## config.mk

```make
export PLATFORM = sky130hd
export DESIGN_NAME = pc_harq_rx
export DESIGN_NICKNAME = d
export VERILOG_FILES = /design/src/rtl/pc_harq_pkg.sv /design/src/rtl/eham_dec.sv /design/src/rtl/pc_harq_ctrl.sv /design/src/rtl/pc_harq_dp.sv /design/src/rtl/pc_harq_rx.sv
export SDC_FILE = /design/constraint.sdc
export NUM_CORES = 1
export LEC_CHECK = 0
export BUFFER_PORTS_ARGS = -buffer_cell sky130_fd_sc_hd__clkbuf_2
export CORE_MARGIN = 3
export CORE_UTILIZATION = 40
export CTS_CLUSTER_DIAMETER = 100
export CTS_CLUSTER_SIZE = 30
export DETAILED_ROUTE_END_ITERATION = 8
export MAX_ROUTING_LAYER = met4
export PLACE_DENSITY = 0.6
export SYNTH_ARGS = -nofsm -noshare
export SYNTH_HDL_FRONTEND = slang
export SYNTH_SLANG_ARGS = --single-unit
```

## constraint.sdc

```tcl
create_clock -name clk -period 4.4 [get_ports clk]
set_input_delay 0.66 -clock clk [delete_from_list [all_inputs] [get_ports clk]]
set_output_delay 0.66 -clock clk [all_outputs]
set_load 0.03 [all_outputs]
```

## src/rtl/pc_harq_pkg.sv

```systemverilog
package pc_harq_pkg;

  typedef struct packed {
    logic deliverRows;
    logic captureRows;
    logic deliverCols;
    logic raiseNack;
  } rxStrobes_t;

  typedef enum logic {PH_IDLE, PH_WAIT} rxPhase_t;

  function automatic int parBits(input int k);
    int p;
    p = 0;
    for (int i = 0; i < 16; i++) begin
      if ((1 << p) < k + p + 1) p++;
    end
    return p;
  endfunction

  function automatic bit isPow2(input int i);
    return (i != 0) && ((i & (i - 1)) == 0);
  endfunction

endpackage

```

## src/rtl/eham_dec.sv

```systemverilog
module eham_dec #(
  parameter int DATA_W = 8,
  localparam int PAR_W = pc_harq_pkg::parBits(DATA_W),
  localparam int CODE_W = DATA_W + PAR_W + 1
) (
  input  logic [CODE_W-1:0] codeIn,
  output logic [DATA_W-1:0] dataOut,
  output logic              ded
);
  import pc_harq_pkg::*;

  logic [CODE_W-1:0] fixedCode;
  logic              oddParity;
  int                syn;

  always_comb begin
    syn = 0;
    for (int i = 1; i < CODE_W; i++) begin
      if (codeIn[i]) syn = syn ^ i;
    end
    oddParity = ^codeIn;
    fixedCode = codeIn;
    if (oddParity && syn < CODE_W) begin
      fixedCode = codeIn ^ ({{(CODE_W-1){1'b0}}, 1'b1} << syn);
    end
    ded = (!oddParity && syn != 0) || (oddParity && syn >= CODE_W);
  end

  always_comb begin
    int k;
    k = 0;
    dataOut = '0;
    for (int i = 1; i < CODE_W; i++) begin
      if (!isPow2(i)) begin
        dataOut[k] = fixedCode[i];
        k++;
      end
    end
  end

endmodule

```

## src/rtl/pc_harq_ctrl.sv

```systemverilog
module pc_harq_ctrl
  import pc_harq_pkg::*;
#(
  parameter int TIMEOUT_CYC = 16,
  localparam int CNT_W = $clog2(TIMEOUT_CYC + 1)
) (
  input  logic       clk,
  input  logic       rstN,
  input  logic       linkValid,
  input  logic       linkPhase,
  input  logic       anyRowDed,
  output rxStrobes_t strobes
);

  rxPhase_t          phase;
  logic [CNT_W-1:0]  waitCnt;
  logic              acceptFirst;
  logic              acceptSecond;
  logic              expire;

  always_comb begin
    acceptFirst  = (phase == PH_IDLE) && linkValid && !linkPhase;
    acceptSecond = (phase == PH_WAIT) && linkValid && linkPhase;
    expire       = (phase == PH_WAIT) && !acceptSecond &&
                   (waitCnt == CNT_W'(TIMEOUT_CYC - 1));
    strobes.deliverRows = acceptFirst && !anyRowDed;
    strobes.captureRows = acceptFirst && anyRowDed;
    strobes.deliverCols = acceptSecond;
    strobes.raiseNack   = (acceptFirst && anyRowDed) || expire;
  end

  always_ff @(posedge clk) begin
    if (!rstN) begin
      phase   <= PH_IDLE;
      waitCnt <= '0;
    end else if (strobes.captureRows) begin
      phase   <= PH_WAIT;
      waitCnt <= '0;
    end else if (acceptSecond) begin
      phase   <= PH_IDLE;
      waitCnt <= '0;
    end else if (phase == PH_WAIT) begin
      waitCnt <= expire ? '0 : waitCnt + 1'b1;
    end
  end

endmodule

```

## src/rtl/pc_harq_dp.sv

```systemverilog
module pc_harq_dp
  import pc_harq_pkg::*;
#(
  parameter int ROWS = 4,
  parameter int ROW_DATA = 8,
  localparam int ROW_CODE = ROW_DATA + parBits(ROW_DATA) + 1,
  localparam int COL_CODE = ROWS + parBits(ROWS) + 1,
  localparam int MSG_W = ROWS * ROW_DATA,
  localparam int LINK_W = ROWS * ROW_CODE
) (
  input  logic              clk,
  input  logic              rstN,
  input  logic [LINK_W-1:0] linkWord,
  input  rxStrobes_t        strobes,
  output logic              anyRowDed,
  output logic              msgValid,
  output logic [MSG_W-1:0]  msgData,
  output logic              msgUncorr,
  output logic              ackValid,
  output logic              nackValid
);

  logic [ROW_DATA-1:0] rowData [ROWS];
  logic [ROW_DATA-1:0] heldRow [ROWS];
  logic [ROWS-1:0]     rowDed;
  logic [COL_CODE-1:0] colCode [ROW_DATA];
  logic [ROWS-1:0]     colData [ROW_DATA];
  logic [ROW_DATA-1:0] colDed;
  logic [MSG_W-1:0]    rowMsg;
  logic [MSG_W-1:0]    colMsg;

  for (genvar g = 0; g < ROWS; g++) begin : gRow
    eham_dec #(.DATA_W(ROW_DATA)) uRow (
      .codeIn (linkWord[g*ROW_CODE +: ROW_CODE]),
      .dataOut(rowData[g]),
      .ded    (rowDed[g])
    );
  end

  // Column j: held row data at data positions, check rows (current word) at check positions.
  always_comb begin
    for (int j = 0; j < ROW_DATA; j++) begin
      int r;
      int q;
      r = 0;
      q = 0;
      colCode[j] = '0;
      for (int p = 0; p < COL_CODE; p++) begin
        if (p != 0 && !isPow2(p)) begin
          colCode[j][p] = heldRow[r][j];
          r++;
        end else begin
          colCode[j][p] = rowData[q][j];
          q++;
        end
      end
    end
  end

  for (genvar g = 0; g < ROW_DATA; g++) begin : gCol
    eham_dec #(.DATA_W(ROWS)) uCol (
      .codeIn (colCode[g]),
      .dataOut(colData[g]),
      .ded    (colDed[g])
    );
  end

  always_comb begin
    for (int r = 0; r < ROWS; r++) begin
      for (int j = 0; j < ROW_DATA; j++) begin
        rowMsg[r*ROW_DATA + j] = rowData[r][j];
        colMsg[r*ROW_DATA + j] = colData[j][r];
      end
    end
    anyRowDed = |rowDed;
  end

  always_ff @(posedge clk) begin
    if (!rstN) begin
      for (int r = 0; r < ROWS; r++) heldRow[r] <= '0;
    end else if (strobes.captureRows) begin
      for (int r = 0; r < ROWS; r++) heldRow[r] <= rowData[r];
    end
  end

  always_ff @(posedge clk) begin
    if (!rstN) begin
      msgValid  <= 1'b0;
      msgData   <= '0;
      msgUncorr <= 1'b0;
      ackValid  <= 1'b0;
      nackValid <= 1'b0;
    end else begin
      msgValid  <= strobes.deliverRows || strobes.deliverCols;
      msgUncorr <= strobes.deliverCols && (|colDed);
      ackValid  <= strobes.deliverRows || (strobes.deliverCols && !(|colDed));
      nackValid <= strobes.raiseNack;
      if (strobes.deliverRows)      msgData <= rowMsg;
      else if (strobes.deliverCols) msgData <= colMsg;
    end
  end

endmodule

```

## src/rtl/pc_harq_rx.sv

```systemverilog
module pc_harq_rx
  import pc_harq_pkg::*;
#(
  parameter int ROWS = 4,
  parameter int ROW_DATA = 8,
  parameter int TIMEOUT_CYC = 16,
  localparam int ROW_CODE = ROW_DATA + parBits(ROW_DATA) + 1,
  localparam int MSG_W = ROWS * ROW_DATA,
  localparam int LINK_W = ROWS * ROW_CODE
) (
  input  logic              clk,
  input  logic              rstN,
  input  logic              linkValid,
  input  logic              linkPhase,
  input  logic [LINK_W-1:0] linkWord,
  output logic              msgValid,
  output logic [MSG_W-1:0]  msgData,
  output logic              msgUncorr,
  output logic              ackValid,
  output logic              nackValid
);

  rxStrobes_t strobes;
  logic       anyRowDed;

  pc_harq_ctrl #(.TIMEOUT_CYC(TIMEOUT_CYC)) uCtrl (
    .clk      (clk),
    .rstN     (rstN),
    .linkValid(linkValid),
    .linkPhase(linkPhase),
    .anyRowDed(anyRowDed),
    .strobes  (strobes)
  );

  pc_harq_dp #(.ROWS(ROWS), .ROW_DATA(ROW_DATA)) uDp (
    .clk      (clk),
    .rstN     (rstN),
    .linkWord (linkWord),
    .strobes  (strobes),
    .anyRowDed(anyRowDed),
    .msgValid (msgValid),
    .msgData  (msgData),
    .msgUncorr(msgUncorr),
    .ackValid (ackValid),
    .nackValid(nackValid)
  );

endmodule

```

==> impl_metrics.csv, run 1 <==
group,metric,value,unit
flow_run,maxCapViolCount,0,
power,leakagePower,0.00311,uW
floorplanning,die-area,0.0186,mm^2
timing,rsz0062_at_grt,"no",
hold_path,hp-start,"uDp.msgData[13]",
synth,syn-cell-area,0.00681,mm^2
finish,fillers,1607,
power,p_clk_frac,0.229,
route,viasPerCell,5.44,
global_routing,overflow,0,
clock_tree,cts_root_buf,"clkbuf_16",
timing,tns,0,ps
floorplanning,die-height,136,um
route,dr.pass1.iters,5,
power,seqPwrFrac,0.261,
setup_path,ff2ff_setup_slack,1960,ps
synth,synth_fp_nets,752,
timing,skew,10.7,ps
timing,finalWorstSetupSlack,545,ps
timing,worstMarginPinSlew,826,ps
clock_tree,cts_buffers,9,
hold_path,hold_end,"uDp.msgData[13]",
timing,min_period,3850,ps
setup_path,rr_startpoint,"uDp.heldRow[0][5]",
route,routed_wl,19.4,mm
clock_tree,htree_levels,3,
setup_path,slowest_delay,570,ps
power,vdd_drop_max,0.248,mV
route,drt.antenna.violating_nets,0,
timing,slew_violations,0,
timing,fmax,259,MHz
timing,slew_headroom,0.446,
setup_path,reg2reg_to,"uDp.msgData[29]",
clock_tree,cts_sinks,74,
finish,layout.nets,844,
synth,synth.most_common_cell,"xnor2_1",
setup_path,crit_path_cell_trace,"clkbuf_2 -> xnor2_1 -> xnor2_1 -> nand4_1 -> a21oi_1 -> xor2_1 -> xnor3_1 -> mux2i_1 -> nor4b_1 -> nand4_1 -> and3_1",
outcome,outcome,"completed",
clock_tree,cts_resized,0,
finish,seqCellArea,0.00180,mm^2
placement,io_buffers,91,
placement,gp_congestion,0.926,
synth,synth_common_cells,"133 x xnor2_1, 74 x nor2_1, 50 x xor2_1",
synth,synth-async-reset-ratio,0,
global_routing,grt_pass1_vias,5476,
power,power.internal,1960,uW
placement,pre_cts_ws,190,ps
placement,hpwl,15.2,mm
clock_tree,ctsLongestPathBuffers,2,
global_routing,antenna_found_initial,0,
clock_tree,cts_tree,"done",
synth,synth_top_area_share,0.171,
floorplanning,io_pins,92,
floorplanning,rows,47,
route,vias,5503,
global_routing,grtUsageTotal,0.216,
timing,worst_hold_slack,459,ps
finish,area_delta_synth_final,15.6,%
setup_path,slowest_stage,"xnor2_1",
synth,ys_top_cells_by_area,"xnor2_1 17%, edfxtp_1 14%, dfxtp_1 12%",
timing,timing.final.crit_share,0.876,
floorplanning,fp.coreArea,0.0166,mm^2
floorplanning,start_util,0.409,
finish,drive_above_1_share,0.215,
hold_path,hold_path.class,"reg -> reg",
timing,setup_viol,0,
global_routing,grt_max_degree,35,
setup_path,crit_path_end_kind,"flop",
route,drt_iter0_drc,374,
global_routing,grt_pass1_wl,30.0,mm
clock_tree,clkLatencyLatePin,340,ps
synth,syn_avg_cell_area,9.80,um^2
clock_tree,post-cts-setup-buffer-count,0,
synth,yosysTopAreaCell,"xnor2_1",
synth,synth-seq-cells,74,
power,p_sw_frac,0.396,
setup_path,arrival,4090,ps
synth,synth_edf_count,32,
clock_tree,clk_pin_slew,60,ps
power,cellPowerDensity,412,mW/mm^2
setup_path,critPathRequiredTime,4630,ps
power,combPwrFrac,0.510,
synth,syn_inst,695,
synth,synth.distinct_cells,73,
setup_path,cp-start-kind,"input port",
clock_tree,hold_buffers,0,
timing,timing_hold_violations_final,0,
floorplanning,fp.dieW,136,um
synth,ys_seq_area_frac,0.265,
synth,yosysWarnings,0,
power,p_switching,1280,uW
synth,ys.flop_type,"dfxtp_1",
route,wire_per_inst,19.2,um
setup_path,worstPathMaxFanout,6,
finish,multiInputGateArea,0.00488,mm^2
setup_path,worstSetupPathType,"in -> reg",
setup_path,rr_worst_depth,6,
hold_path,hold_path_depth,2,
finish,diodes,0,
route,drc,0,
final cells by class:
cell class | instances | area share
repair buffers | 109 | 0.0766
inverters | 3 | 0.00143
clock inverters | 4 | 0.00652
multi-input cells | 590 | 0.620
well taps | 220 | 0.0350
clock buffers | 12 | 0.0313
flip-flops and latches | 74 | 0.229
cells by family (layout without fill, tap and decap cells):
logic type               after synthesis  after routing  synth area share
AO/OA/AOI/OAI                        121            121             0.125
XOR/XNOR                             237            237             0.400
adder cells (fa/ha/maj)                1              1           0.00184
buffers and inverters                 31            128            0.0182
flip-flops                            74             74             0.265
multiplexers                          12             12            0.0191
AND/OR/NAND/NOR                      219            219             0.171
routing by layer:
| metal | vias up | global-route usage | wire (um) |
|---|---|---|---|
| li1 | 2683 | - | - |
| met1 | 2635 | 0.283 | 8640 |
| met2 | 165 | 0.354 | 9370 |
| met3 | 20 | 0.0340 | 1050 |
| met4 | 0 | 0.0482 | 321 |
| met5 | - | - | 0 |
critical path: cells and delay by family:
family	cells	cell delay, ps
AOI/OAI and AO/OA	1	360
and+or+nand+nor	4	990
buffers and inverters	1	170
xor gates and xnor gates	4	1700
muxes	1	190
per-stage QoR:
stage / cell area (um^2) / cells / utilization / total power [uW]
after floorplan: 6810 / 695 / - / 2110
after global placement: 7580 / 996 / 0.455 / 2470
after detailed placement: 7580 / 996 / 0.455 / 2490
after CTS: 7870 / 1012 / 0.473 / 3250
after global routing: 7870 / 1012 / 0.473 / 3420
final: 7870 / 1012 / 0.473 / 3240
power by group through the flow:
| stage | logic, uW | clock network, uW | registers (uW) |
|---|---|---|---|
| 2_1_floorplan | 1230 | 0 | 882 |
| 5_1_grt | 1790 | 785 | 854 |
| 4_1_cts | 1640 | 754 | 846 |
| 3_3_place_gp | 1610 | 0 | 859 |
| 6_report | 1650 | 742 | 847 |
| 3_5_place_dp | 1630 | 0 | 860 |
sequential cells by signal (all words and copies together), names as in the netlist:
register,count
uCtrl.waitCnt,5
uDp.msgValid,1
uDp.nackValid,1
uDp.msgUncorr,1
uDp.msgData,32
uDp.ackValid,1
uDp.heldRow,32
uCtrl.phase,1
how the worst max path moves through the flow:
stage	start	slack (ps)	end
after detailed placement	linkWord[35]	190	uDp.msgUncorr
after floorplan	linkWord[33]	900	uDp.heldRow[0][0]
after CTS	linkWord[35]	560	uDp.msgUncorr
after global placement	linkWord[36]	270	uDp.msgUncorr
final	linkWord[35]	550	uDp.msgUncorr
after global routing	linkWord[35]	270	uDp.msgUncorr
layout by cell type, fill, tap and decap left out, types with 6 or more instances in the layout:
cell type,count
edfxtp_1,32
nand4_1,25
nor2b_1,6
nor3_1,7
buf_4,17
xor2_1,50
clkbuf_16,9
mux2i_1,7
xor3_1,9
dfxtp_1,42
xnor2_1,133
o211ai_1,7
xnor2_2,14
a21oi_1,49
nand2_1,44
clkbuf_2,91
xnor3_1,27
nand2b_1,7
nor2_1,74
nand3_1,14
a21oi_2,10
Power figures use the tool's default switching activity.
==> run 2: changes to the inputs <==
--- a/config.mk
+++ b/config.mk
@@ -10,2 +10,3 @@
 export CORE_UTILIZATION = 40
+export CTS_BUF_LIST = sky130_fd_sc_hd__clkbuf_16
 export CTS_CLUSTER_DIAMETER = 100
==> constraint.sdc (replaced) <==
create_clock -name clk -period 4.4 [get_ports clk]
set_input_delay 1.1 -clock clk [delete_from_list [all_inputs] [get_ports clk]]
set_output_delay 1.1 -clock clk [all_outputs]
set_load 0.03 [all_outputs]
==> run 2 against run 1 <==
  * Final cell count is 3.5% higher
  * Worst hold slack lost 22 ps
  * Total power grew 4.6%
  * Critical path type unchanged
  * Largest cell class unchanged
  * Largest power group unchanged
==> impl_metrics.csv, run 2 (synthesis gave the netlist of run 1 again) <==
group,metric,value,unit
floorplanning,fp.dieW,136,um
power,seqPwrFrac,0.250,
floorplanning,rows,47,
setup_path,critPathRequiredTime,4670,ps
route,routed_wl,19.9,mm
setup_path,cp-start-kind,"input port",
timing,worstMarginPinSlew,832,ps
floorplanning,start_util,0.409,
clock_tree,hold_buffers,0,
timing,timing.final.crit_share,0.901,
clock_tree,ctsLongestPathBuffers,2,
power,p_sw_frac,0.388,
finish,layout.nets,879,
finish,fin_util,0.492,
power,vdd_drop_max,0.255,mV
clock_tree,clkLatencyLatePin,350,ps
flow_run,maxCapViolCount,0,
clock_tree,cts_resized,0,
clock_tree,cts_buffers,9,
clock_tree,htree_levels,3,
finish,drive_above_1_share,0.249,
finish,largestRegisters,"uDp.heldRow (32), uDp.msgData (32), uCtrl.waitCnt (5)",
setup_path,slowest_delay,510,ps
setup_path,arrival,4230,ps
timing,fmax,252,MHz
hold_path,hold_path.class,"reg -> reg",
clock_tree,cts_sinks,74,
power,cellPowerDensity,414,mW/mm^2
floorplanning,die-area,0.0186,mm^2
timing,rsz0062_at_grt,"no",
placement,hpwl,15.8,mm
placement,io_buffers,91,
setup_path,worstPathMaxFanout,6,
timing,setup_viol,0,
route,dr.pass1.iters,5,
power,power.internal,2070,uW
clock_tree,post-cts-setup-buffer-count,0,
global_routing,grt_pass1_wl,30.9,mm
finish,mostFrequentLayoutCell,"xnor2_1",
finish,fillers,1555,
finish,diodes,0,
global_routing,grt_max_degree,30,
timing,tns,0,ps
placement,gp_congestion,0.925,
route,drt_iter0_drc,314,
timing,skew,7.13,ps
finish,final_cell_mix,"133 x xnor2_1, 91 x clkbuf_2, 74 x nor2_1",
floorplanning,io_pins,92,
timing,min_period,3960,ps
route,viasPerCell,5.45,
floorplanning,die-height,136,um
setup_path,worstSetupPathType,"in -> reg",
setup_path,crit_path_end_kind,"flop",
route,drc,0,
power,combPwrFrac,0.513,
route,vias,5706,
setup_path,critPathBufInv,2,
floorplanning,fp.coreArea,0.0166,mm^2
outcome,outcome,"completed",
timing,slew_violations,0,
power,p_clk_frac,0.237,
global_routing,overflow,0,
clock_tree,cts_root_buf,"clkbuf_16",
global_routing,antenna_found_initial,0,
finish,area_delta_synth_final,20.2,%
power,leakagePower,0.00330,uW
timing,slew_headroom,0.441,
setup_path,critPathTopFamily,"XOR/XNOR gates",
route,drt.antenna.violating_nets,0,
setup_path,slowest_stage,"xor2_1",
global_routing,grtUsageTotal,0.225,
global_routing,grt_pass1_vias,5654,
setup_path,crit_path_cell_trace,"clkbuf_2 -> xnor2_1 -> xor2_1 -> nand4_1 -> a21oi_2 -> xnor2_1 -> buf_4 -> xor3_1 -> nor4b_2 -> xor2_1 -> nand2_1 -> a21oi_1",
route,wire_per_inst,19.0,um
clock_tree,cts_tree,"done",
power,p_switching,1320,uW
timing,timing_hold_violations_final,0,
clock_tree,clk_pin_slew,60,ps
[run 2: cell count changes in the layout (fill, tap and decap cells not counted)]
| cell | change |
|---|---|
| buf_12 | +2 |
| bufinv_16 | +1 |
| clkbuf_1 | -2 |
| buf_4 | +33 |
| clkinv_1 | +1 |
| clkinv_4 | +1 |
| clkbuf_8 | -1 |
[run 2: power by group through the flow]
stage | sequential [uW] | clock, uW | combinational, uW
detailed placement | 860 | 0 | 1730
global route | 853 | 852 | 1890
finish | 846 | 803 | 1740
CTS | 846 | 825 | 1740
floorplan | 882 | 0 | 1230
global placement | 858 | 0 | 1710
[run 2: area by class of cell]
cell class	count	area, um^2	area share
inverter	3	11.3	0.00138
clock inverter	7	93.8	0.0115
sequential	74	1800	0.220
tap	220	275	0.0336
multi-input combinational	590	4880	0.597
timing repair buffer	144	891	0.109
clock buffer	9	225	0.0275
[run 2: per-layer routing]
layer / track usage / part of all wire / up-vias
met4: 0.0666 / 0.023 / 0
met3: 0.0352 / 0.042 / 26
met2: 0.374 / 0.49 / 147
met5: - / 0 / -
met1: 0.283 / 0.45 / 2778
li1: - / - / 2755
[run 2: worst paths after layout]
path | start | endpoint | slack, ps | depth (start not counted)
max reg2reg | uDp.heldRow[0][8] | uDp.msgUncorr | 2010 | 7
max | linkWord[15] | uDp.msgData[22] | 440 | 12
min reg2reg | uCtrl.waitCnt[4] | uCtrl.waitCnt[4] | 440 | 2
min | uCtrl.waitCnt[4] | uCtrl.waitCnt[4] | 440 | 2
[run 2: through the flow]
| step | instances | setup slack, ps | total power, uW | cell area [um^2] | hold slack, ps |
|---|---|---|---|---|---|
| 3_3_place_gp | 1031 | 150 | 2560 | 7860 | 419 |
| 5_1_grt | 1047 | 176 | 3600 | 8180 | 468 |
| 2_1_floorplan | 695 | 456 | 2110 | 6810 | 410 |
| 6_report | 1047 | 437 | 3390 | 8180 | 437 |
| 4_1_cts | 1047 | 483 | 3410 | 8180 | 439 |
| 3_5_place_dp | 1031 | 128 | 2590 | 7860 | 430 |
[run 2: tightest hold or removal path: cells and delay by family (launching register included)]
family,cells,cell delay [ps]
AND/OR/NAND/NOR,2,80
flip-flops,1,310
==> run 3: changes to the inputs <==
- CORE_UTILIZATION: 40 -> 33
- PLACE_DENSITY: 0.6 -> 0.52
==> run 3 against run 2 <==
  * Critical path depth down 1
  * First-iteration DRC count up 15%
  * Clock power up 2.6%
  * Wire length up 0.73%
  * Combinational power about the same
  * Via count down 3.0%
  * Maximum frequency down 1.2%
  * Register-to-register slack worse by 90 ps
  * Worst hold slack better by 2.4 ps
  * Critical endpoint is now uDp.msgUncorr
  * Highest routed layer unchanged
==> impl_metrics.csv, run 3 (synthesis gave the netlist of run 1 again) <==
group,metric,value,unit
outcome,outcome,"completed",
clock_tree,ctsLongestPathBuffers,2,
route,vias,5535,
timing,finalWorstSetupSlack,389,ps
clock_tree,cts_resized,0,
global_routing,grt_pass1_wl,31.7,mm
floorplanning,fp.coreArea,0.0198,mm^2
placement,pre_cts_ws,29.6,ps
power,p_sw_frac,0.391,
placement,hpwl,15.9,mm
route,routed_wl,20.1,mm
clock_tree,cts_root_buf,"clkbuf_16",
power,vdd_drop_max,0.213,mV
power,leakagePower,0.00329,uW
hold_path,hold_path.class,"reg -> reg",
setup_path,arrival,4250,ps
clock_tree,clkLatencyLatePin,350,ps
clock_tree,clk_pin_slew,60,ps
floorplanning,start_util,0.343,
power,cellPowerDensity,410,mW/mm^2
clock_tree,cts_tree,"done",
route,drt_iter0_drc,361,
finish,area_delta_synth_final,20.9,%
global_routing,overflow,0,
timing,worst_hold_slack,439,ps
flow_run,maxCapViolCount,0,
global_routing,grt_max_degree,33,
finish,mostFrequentLayoutCell,"xnor2_1",
power,combPwrFrac,0.506,
finish,largestRegisters,"uDp.heldRow (32), uDp.msgData (32), uCtrl.waitCnt (5)",
floorplanning,die-area,0.0224,mm^2
clock_tree,htree_levels,3,
global_routing,top_usage_layer,"met2",
global_routing,met3_usage,0.0218,
setup_path,cp_common_cell,"xnor2_1",
setup_path,critPathRequiredTime,4640,ps
timing,rsz0062_at_grt,"no",
setup_path,slowest_delay,590,ps
finish,drive_above_1_share,0.248,
floorplanning,fp.dieW,150,um
route,drc,0,
setup_path,slowest_stage,"or4_4",
floorplanning,die-height,150,um
clock_tree,post-cts-setup-buffer-count,0,
clock_tree,cts_sinks,74,
power,seqPwrFrac,0.251,
clock_tree,cts_buffers,9,
route,wire_per_inst,18.4,um
placement,io_buffers,91,
floorplanning,rows,51,
timing,min_period,4010,ps
setup_path,worstPathMaxFanout,6,
finish,diodes,0,
timing,timing_hold_violations_final,0,
placement,gp_congestion,0.882,
finish,layout.nets,876,
global_routing,grt_util_met1,0.251,
setup_path,worstSetupPathType,"in -> reg",
clock_tree,hold_buffers,0,
global_routing,grtUsageMet2,0.312,
route,viasPerCell,5.08,
route,drt.antenna.violating_nets,0,
finish,final_cell_mix,"133 x xnor2_1, 91 x clkbuf_2, 74 x nor2_1",
route,dr.pass1.iters,5,
power,p_clk_frac,0.244,
timing,setup_viol,0,
timing,skew,12.1,ps
timing,slew_violations,0,
timing,tns,0,ps
floorplanning,io_pins,92,
power,p_switching,1320,uW
power,power.internal,2060,uW
timing,timing.final.crit_share,0.912,
power,fin_total_pwr,3380,uW
setup_path,crit_path_cell_trace,"clkbuf_2 -> xnor2_1 -> xor2_1 -> or4_4 -> a21oi_2 -> xnor2_1 -> xor3_1 -> o22ai_1 -> nor4b_1 -> nand4_1 -> and3_1",
global_routing,antenna_found_initial,0,
global_routing,grt_pass1_vias,5562,
timing,worstMarginPinSlew,838,ps
global_routing,grtUsageTotal,0.189,
setup_path,crit_path_end_kind,"flop",
timing,fmax,249,MHz
timing,slew_headroom,0.440,
setup_path,cp-start-kind,"input port",
run 3: final cells by class:
type	count	area, um^2
clock inverter	7	98.8
clock buffer	9	225
tap	265	332
sequential	74	1800
multi-input combinational	590	4880
inverter	3	11.3
fill	1948	11600
timing repair buffer	141	881
run 3: worst paths after layout:
kind / start / to / slack [ps] / cells after the start
max reg2reg: uDp.heldRow[0][8] / uDp.msgUncorr / 1920 / 7
max: linkWord[22] / uDp.msgUncorr / 390 / 11
min: uCtrl.waitCnt[4] / uCtrl.waitCnt[4] / 440 / 2
min reg2reg: uCtrl.waitCnt[4] / uCtrl.waitCnt[4] / 440 / 2
run 3: per-layer routing:
| layer | part of all wire | wire, um |
|---|---|---|
| met5 | 0 | 0 |
| met4 | 0.015 | 293 |
| met3 | 0.037 | 749 |
| met2 | 0.48 | 9680 |
| met1 | 0.47 | 9330 |
run 3: worst max-delay path: cells and delay by family:
kind                   cells  cell delay, ps
AO/OA/AOI/OAI              2             420
buffers and inverters      1             150
XOR/XNOR                   4            1190
AND/OR/NAND/NOR            4            1380
run 3: stage by stage:
stage	util	instance area (um^2)	std cells
after detailed placement	0.399	7910	1073
after global placement	0.399	7910	1073
after global routing	0.415	8230	1089
final	0.415	8230	1089
after floorplan	-	6810	695
after CTS	0.415	8230	1089
run 3: power by group through the flow:
| stage | Sequential (uW) | Clock, uW | Combinational [uW] |
|---|---|---|---|
| after floorplan | 882 | 0 | 1230 |
| after global placement | 863 | 0 | 1700 |
| after detailed placement | 862 | 0 | 1690 |
| after CTS | 847 | 842 | 1710 |
| after global routing | 854 | 868 | 1860 |
| final | 847 | 824 | 1710 |
